[config.mk]
export PLATFORM = sky130hd
export DESIGN_NAME = rst_seq_strap
export DESIGN_NICKNAME = d
export VERILOG_FILES = /design/src/rtl/rst_seq_strap.sv
export SDC_FILE = /design/constraint.sdc
export NUM_CORES = 1
export LEC_CHECK = 0
export CORE_AREA = 2 2 39 41
export CTS_CLUSTER_SIZE = 24
export DETAILED_ROUTE_END_ITERATION = 8
export DIE_AREA = 0 0 41 43
export PLACE_DENSITY = 0.64
export SYNTH_ARGS = -nofsm -noshare
export SYNTH_HDL_FRONTEND = slang
export SYNTH_SLANG_ARGS = --single-unit
[constraint.sdc]
create_clock -name clk_sys -period 2.55 [get_ports clk_sys]
set_input_delay 0.255 -clock clk_sys [delete_from_list [all_inputs] [get_ports clk_sys]]
set_output_delay 0.255 -clock clk_sys [all_outputs]
set_load 0.1 [all_outputs]
[src/rtl/rst_seq_strap.sv]
module rst_seq_strap #(
  parameter int HOLD_CYCLES = 16,
  parameter int SYNC_STAGES = 2
) (
  input  logic clk_sys,
  input  logic ext_rst_n,
  input  logic strap_src,
  input  logic strap_freq,
  input  logic irq_ack,
  output logic core_rst_n,
  output logic pin_hold,
  output logic clk_sel_alt,
  output logic cfg_err,
  output logic ready_irq
);

  localparam int CW = (HOLD_CYCLES > 2) ? $clog2(HOLD_CYCLES) : 1;
  localparam logic [CW-1:0] LAST = CW'(HOLD_CYCLES - 1);

  logic [SYNC_STAGES-1:0] sync_q;
  logic [CW-1:0]          cnt_q;
  logic                   src_q, freq_q;
  logic                   rel_sync;

  assign rel_sync = sync_q[SYNC_STAGES-1];

  always_ff @(posedge clk_sys or negedge ext_rst_n)
    if (!ext_rst_n) sync_q <= '0;
    else            sync_q <= {sync_q[SYNC_STAGES-2:0], 1'b1};

  always_ff @(posedge clk_sys or negedge ext_rst_n)
    if (!ext_rst_n) begin
      cnt_q      <= '0;
      core_rst_n <= 1'b0;
      ready_irq  <= 1'b0;
    end else if (!core_rst_n) begin
      if (rel_sync) begin
        if (cnt_q == LAST) begin
          core_rst_n <= 1'b1;
          ready_irq  <= 1'b1;
        end else begin
          cnt_q <= cnt_q + 1'b1;
        end
      end
    end else if (irq_ack) begin
      ready_irq <= 1'b0;
    end

  always_ff @(posedge clk_sys)
    if (!rel_sync) begin
      src_q  <= strap_src;
      freq_q <= strap_freq;
    end

  assign pin_hold    = ~core_rst_n;
  assign clk_sel_alt = src_q;
  assign cfg_err     = src_q & ~freq_q;

  AST_RST_FORCES: assert property (@(posedge clk_sys)
    !ext_rst_n |-> (!core_rst_n && !ready_irq));
  AST_REL_AFTER_SYNC: assert property (@(posedge clk_sys) disable iff (!ext_rst_n)
    $rose(core_rst_n) |-> $past(rel_sync));
  AST_CORE_STAYS: assert property (@(posedge clk_sys) disable iff (!ext_rst_n)
    core_rst_n |=> core_rst_n);
  AST_CFG_FROZEN: assert property (@(posedge clk_sys) disable iff (!ext_rst_n)
    core_rst_n |-> $stable({clk_sel_alt, cfg_err}));
  AST_ERR_NEEDS_ALT: assert property (@(posedge clk_sys) disable iff (!ext_rst_n)
    cfg_err |-> clk_sel_alt);
  AST_IRQ_WITH_REL: assert property (@(posedge clk_sys) disable iff (!ext_rst_n)
    $rose(ready_irq) |-> $rose(core_rst_n));
  AST_IRQ_HOLDS: assert property (@(posedge clk_sys) disable iff (!ext_rst_n)
    (ready_irq && !irq_ack) |=> ready_irq);
  AST_IRQ_NO_REARM: assert property (@(posedge clk_sys) disable iff (!ext_rst_n)
    (core_rst_n && !ready_irq) |=> !ready_irq);

endmodule

======== Word-level counts from Yosys, hierarchy flattened ========
Cells that the tools add are included.
operators by class
  reduce and logical (&&, ||, !) cells .... 4
  $add $sub $neg .......................... 1
  muxes and demuxes ....................... 7
  bitwise logic cells ..................... 4
  equal/unequal tests ..................... 2
operators with widths
  cell                                                           number
  1-bit two-way mux                                              7
  3-bit AND reduction                                            2
  4-bit by 1-bit adder with 4-bit output, second input constant  1
  4-bit equality test, second input constant                     1
  2-bit nonzero test                                             2
  1-bit inverter                                                 3
  2-bit inequality test, second input constant                   1
  1-bit bitwise AND                                              1
word-level totals
  register bits ........................... 10
  output and inout port bits .............. 5
  word-level logic and storage cells ...... 24
  bits of input ports ..................... 5

======== Depth between registers and ports, before layout ========
  depth after elaboration ................. 4
  depth in mapped cells ................... 4
  mapped depth without buffers ............ 4

======== Least setup slack after synthesis ========
OpenSTA, ideal clock, no wires.
  path kind ............................... reg2out
  from .................................... register src_q, in the netlist clk_sel_alt
  to ...................................... output port cfg_err
  data required time ...................... 2,295 ps
  cell stages (with the launch flop) ...... 2
  arrival time ............................ 2,368 ps
  buffers on the path ..................... 0
  slack ................................... -73 ps
  path through ............................ edfxtp_1 nor2b_1
between the ends
  longest elaborated chain between the ends .. 1
RTL lines
  what                      line  text
  start: declaration        22    logic src_q, freq_q;
  start signal: assignment  51    src_q <= strap_src;
  1-bit bitwise AND         57    assign cfg_err = src_q & ~freq_q;
  end: declaration          13    output logic cfg_err,
No other way between the ends.

======== Worst setup path in the final report ========
  from .................................... register core_rst_n
  to ...................................... output port pin_hold
between the ends
  longest elaborated chain between the ends .. 1
RTL lines
  what                      line  text
  start: declaration        10    output logic core_rst_n,
  start signal: assignment  34    core_rst_n <= 1'b0;
  start signal: assignment  39    core_rst_n <= 1'b1;
  1-bit inverter (no line)  n/a
  end: declaration          11    output logic pin_hold,
No other way between the ends.

==> impl_metrics.py <==
metrics = {
    "status": {
        "status": "complete, no violations",
    },
    "drt": {
        "drcViolationCount": 0,
        "first_iter_violations": 1,
        "firstDrtPassIters": 2,
        "wl_per_cell_um": 9.75,
        "ant_nets": 0,
        "viasPerCell": 4.35,
        "wirelength_um": 585,
        "vias": 261,
    },
    "worst_setup_path": {
        "r2r_start": "cnt_q[0]",
        "rr_endpoint": "cnt_q[1]",
        "cp-start-kind": "flop",
        "arrival_ps": 1060,
        "worst-endpoint-required_ps": 2300,
        "end_kind": "output pin",
        "r2r_cells": 4,
        "cp_max_fo": 4,
        "crit_type": "flop to output pin",
        "r2r_slack_ps": 1260,
    },
    "yosys": {
        "synthTopCellsByCount": "dfrtp_1, inv_1",
        "synth.distinct_cells": 17,
        "yosysWarningCount": 0,
        "ys.flop_type": "dfrtp_1",
        "synth_edf_count": 2,
        "yosysMostFrequentCell": "dfrtp_1",
        "syn-cell-area_um2": 403,
        "synth_async_sr_flop_share_pct": 80.0,
        "postSynthAreaPerCell_um2": 13.0,
        "synthTopCellsByArea": "dfrtp_1, edfxtp_1, mux2_4",
        "synthCells": 31,
        "synth-seq-cells": 10,
        "yosys.area.top_type": "dfrtp_1",
        "synth_top_area_share_pct": 49.7,
        "syn-num-nets": 37,
        "synth-seq-area-share_pct": 64.6,
    },
    "clock_network": {
        "ctsResizeCount": 0,
        "cts.sink_count": 10,
        "post_cts_buffers": 0,
        "cts_tree": "done",
        "h-tree-depth": 1,
        "clock_latency_ps": 260,
        "cts_hold_buf": 0,
        "clk_pin_slew_ps": 60,
        "clk_path_buf_depth": 2,
        "ctsRootBufferMaster": "clkbuf_4",
        "cts_inserted_buffers": 3,
    },
    "floorplanning": {
        "die_h_um": 43,
        "start_util_pct": 29.1,
        "rows": 14,
        "ios": 10,
        "die_w_um": 41,
        "core_um2": 1380,
        "fp.dieArea_um2": 1760,
    },
    "timing": {
        "finalSetupViolCount": 0,
        "final_hold_viol_count": 0,
        "fin_crit_ps": 1310,
        "fin_setup_tns_ps": 0,
        "clock.fmax_ghz": 0.761,
        "worst_slack_ps": 1240,
        "finalCritPeriodShare_pct": 51.5,
        "clock_skew_ps": 10.6,
        "slew_violations": 0,
        "rsz0062_at_grt": "no",
    },
    "global_routing": {
        "grt_max_degree": 9,
        "overflow": 0,
        "antenna_found_initial": 0,
        "grt_pass1_wl_um": 1050,
        "grt_pass1_vias": 262,
        "grtUsageTotal_pct": 9.99,
    },
    "layout": {
        "area_delta_synth_final_pct": 31.4,
        "diodes": 0,
        "nNetsFinal": 51,
        "utilization_pct": 38.2,
        "layout-drive-gt1-share_pct": 27.3,
    },
    "pwr": {
        "p_leak_nw": 0.244,
        "p_per_area_nw_per_um2": 1180,
        "vdd_drop_max_v": 0.000608,
    },
    "run": {
        "drv_cap": 0,
    },
    "placed_design": {
        "pre_cts_ws_ps": 1250,
        "dp_hpwl_um": 456,
        "portBuffers": 9,
        "place_congestion": 0.735,
    },
    "hold_path": {
        "min_path_type": "input pin to async pin",
    },
}
-- worst max-delay path by stage --
stage                    start   endpoint  depth (start not counted)
finish              core_rst_n   pin_hold                          2
global route        core_rst_n   pin_hold                          2
CTS                 core_rst_n   pin_hold                          2
detailed placement    cnt_q[0]   cnt_q[1]                          4
global placement      cnt_q[0]   cnt_q[1]                          4
floorplan           core_rst_n  ready_irq                          3
-- cell usage in the layout, fill, tap and decap left out --
master           Yosys  layout
a21oi_1              2       2
buf_4                0       5
clkbuf_1             0       1
clkbuf_4             0       3
clkdlybuf4s50_1      0       4
conb_1               1       1
dfrtp_1              8       8
edfxtp_1             2       2
ha_1                 1       1
inv_1                3       3
mux2_4               2       2
nand2_1              2       2
nand2b_1             1       1
nand3_1              1       1
nand4_1              1       1
nor2_1               1       1
nor2b_2              0       1
nor2b_4              1       1
o21ai_0              2       2
o31ai_1              1       1
xnor2_1              1       1
-- critical path: stages, from the launching register on --
cell and delay (ps):
dfrtp_1 420, inv_1 100, buf_4 290
-- final cells by class --
| type | count | area [um2] |
|---|---|---|
| Multi-Input combinational cell | 18 | 134 |
| Tap cell | 16 | 20.0 |
| Fill cell | 141 | 855 |
| Sequential cell | 10 | 260 |
| Timing Repair Buffer | 9 | 77.6 |
| Clock buffer | 4 | 26.3 |
| Inverter | 3 | 11.3 |
-- report_power, final --
group	internal (mW)	total, mW	switching [mW]
Combinational	0.0899	0.267	0.177
Sequential	0.209	0.251	0.0420
Clock	0.0601	0.107	0.0465
Total	0.358	0.624	0.266
-- registers in the layout, indices dropped and copies added (netlist names) --
name         flops
ready_irq        1
cnt_q            4
freq_q           1
sync_q           2
core_rst_n       1
clk_sel_alt      1
-- logic make-up (layout without fill, tap and decap cells) --
logic type	count (synthesis)	after routing	share of synthesized area (%)
mux	2	2	7.45
compound gates	5	5	6.83
xor+xnor	1	1	2.17
simple gates	8	8	12.1
fa+ha+maj	1	1	3.11
buf+inv	3	16	2.79
flops	10	10	64.6
other cells	1	1	0.931
-- routing by layer --
metal	up-vias	track usage (%)	part of all wire (%)
met5	-	0	0
met4	0	4.00	1.7
met3	2	9.42	6.5
met2	8	13.4	48
met1	123	10.5	44
li1	128	-	-
-- stage by stage --
stage / total power [mW] / std cells / hold slack (ps) / area [um2]
detailed placement: 0.522 / 56 / 339 / 503
global placement: 0.520 / 56 / 335 / 503
global route: 0.670 / 60 / 284 / 529
finish: 0.624 / 60 / 262 / 529
CTS: 0.634 / 60 / 271 / 529
floorplan: 0.465 / 31 / -40.6 / 405
(Power assumes the default switching activity.)
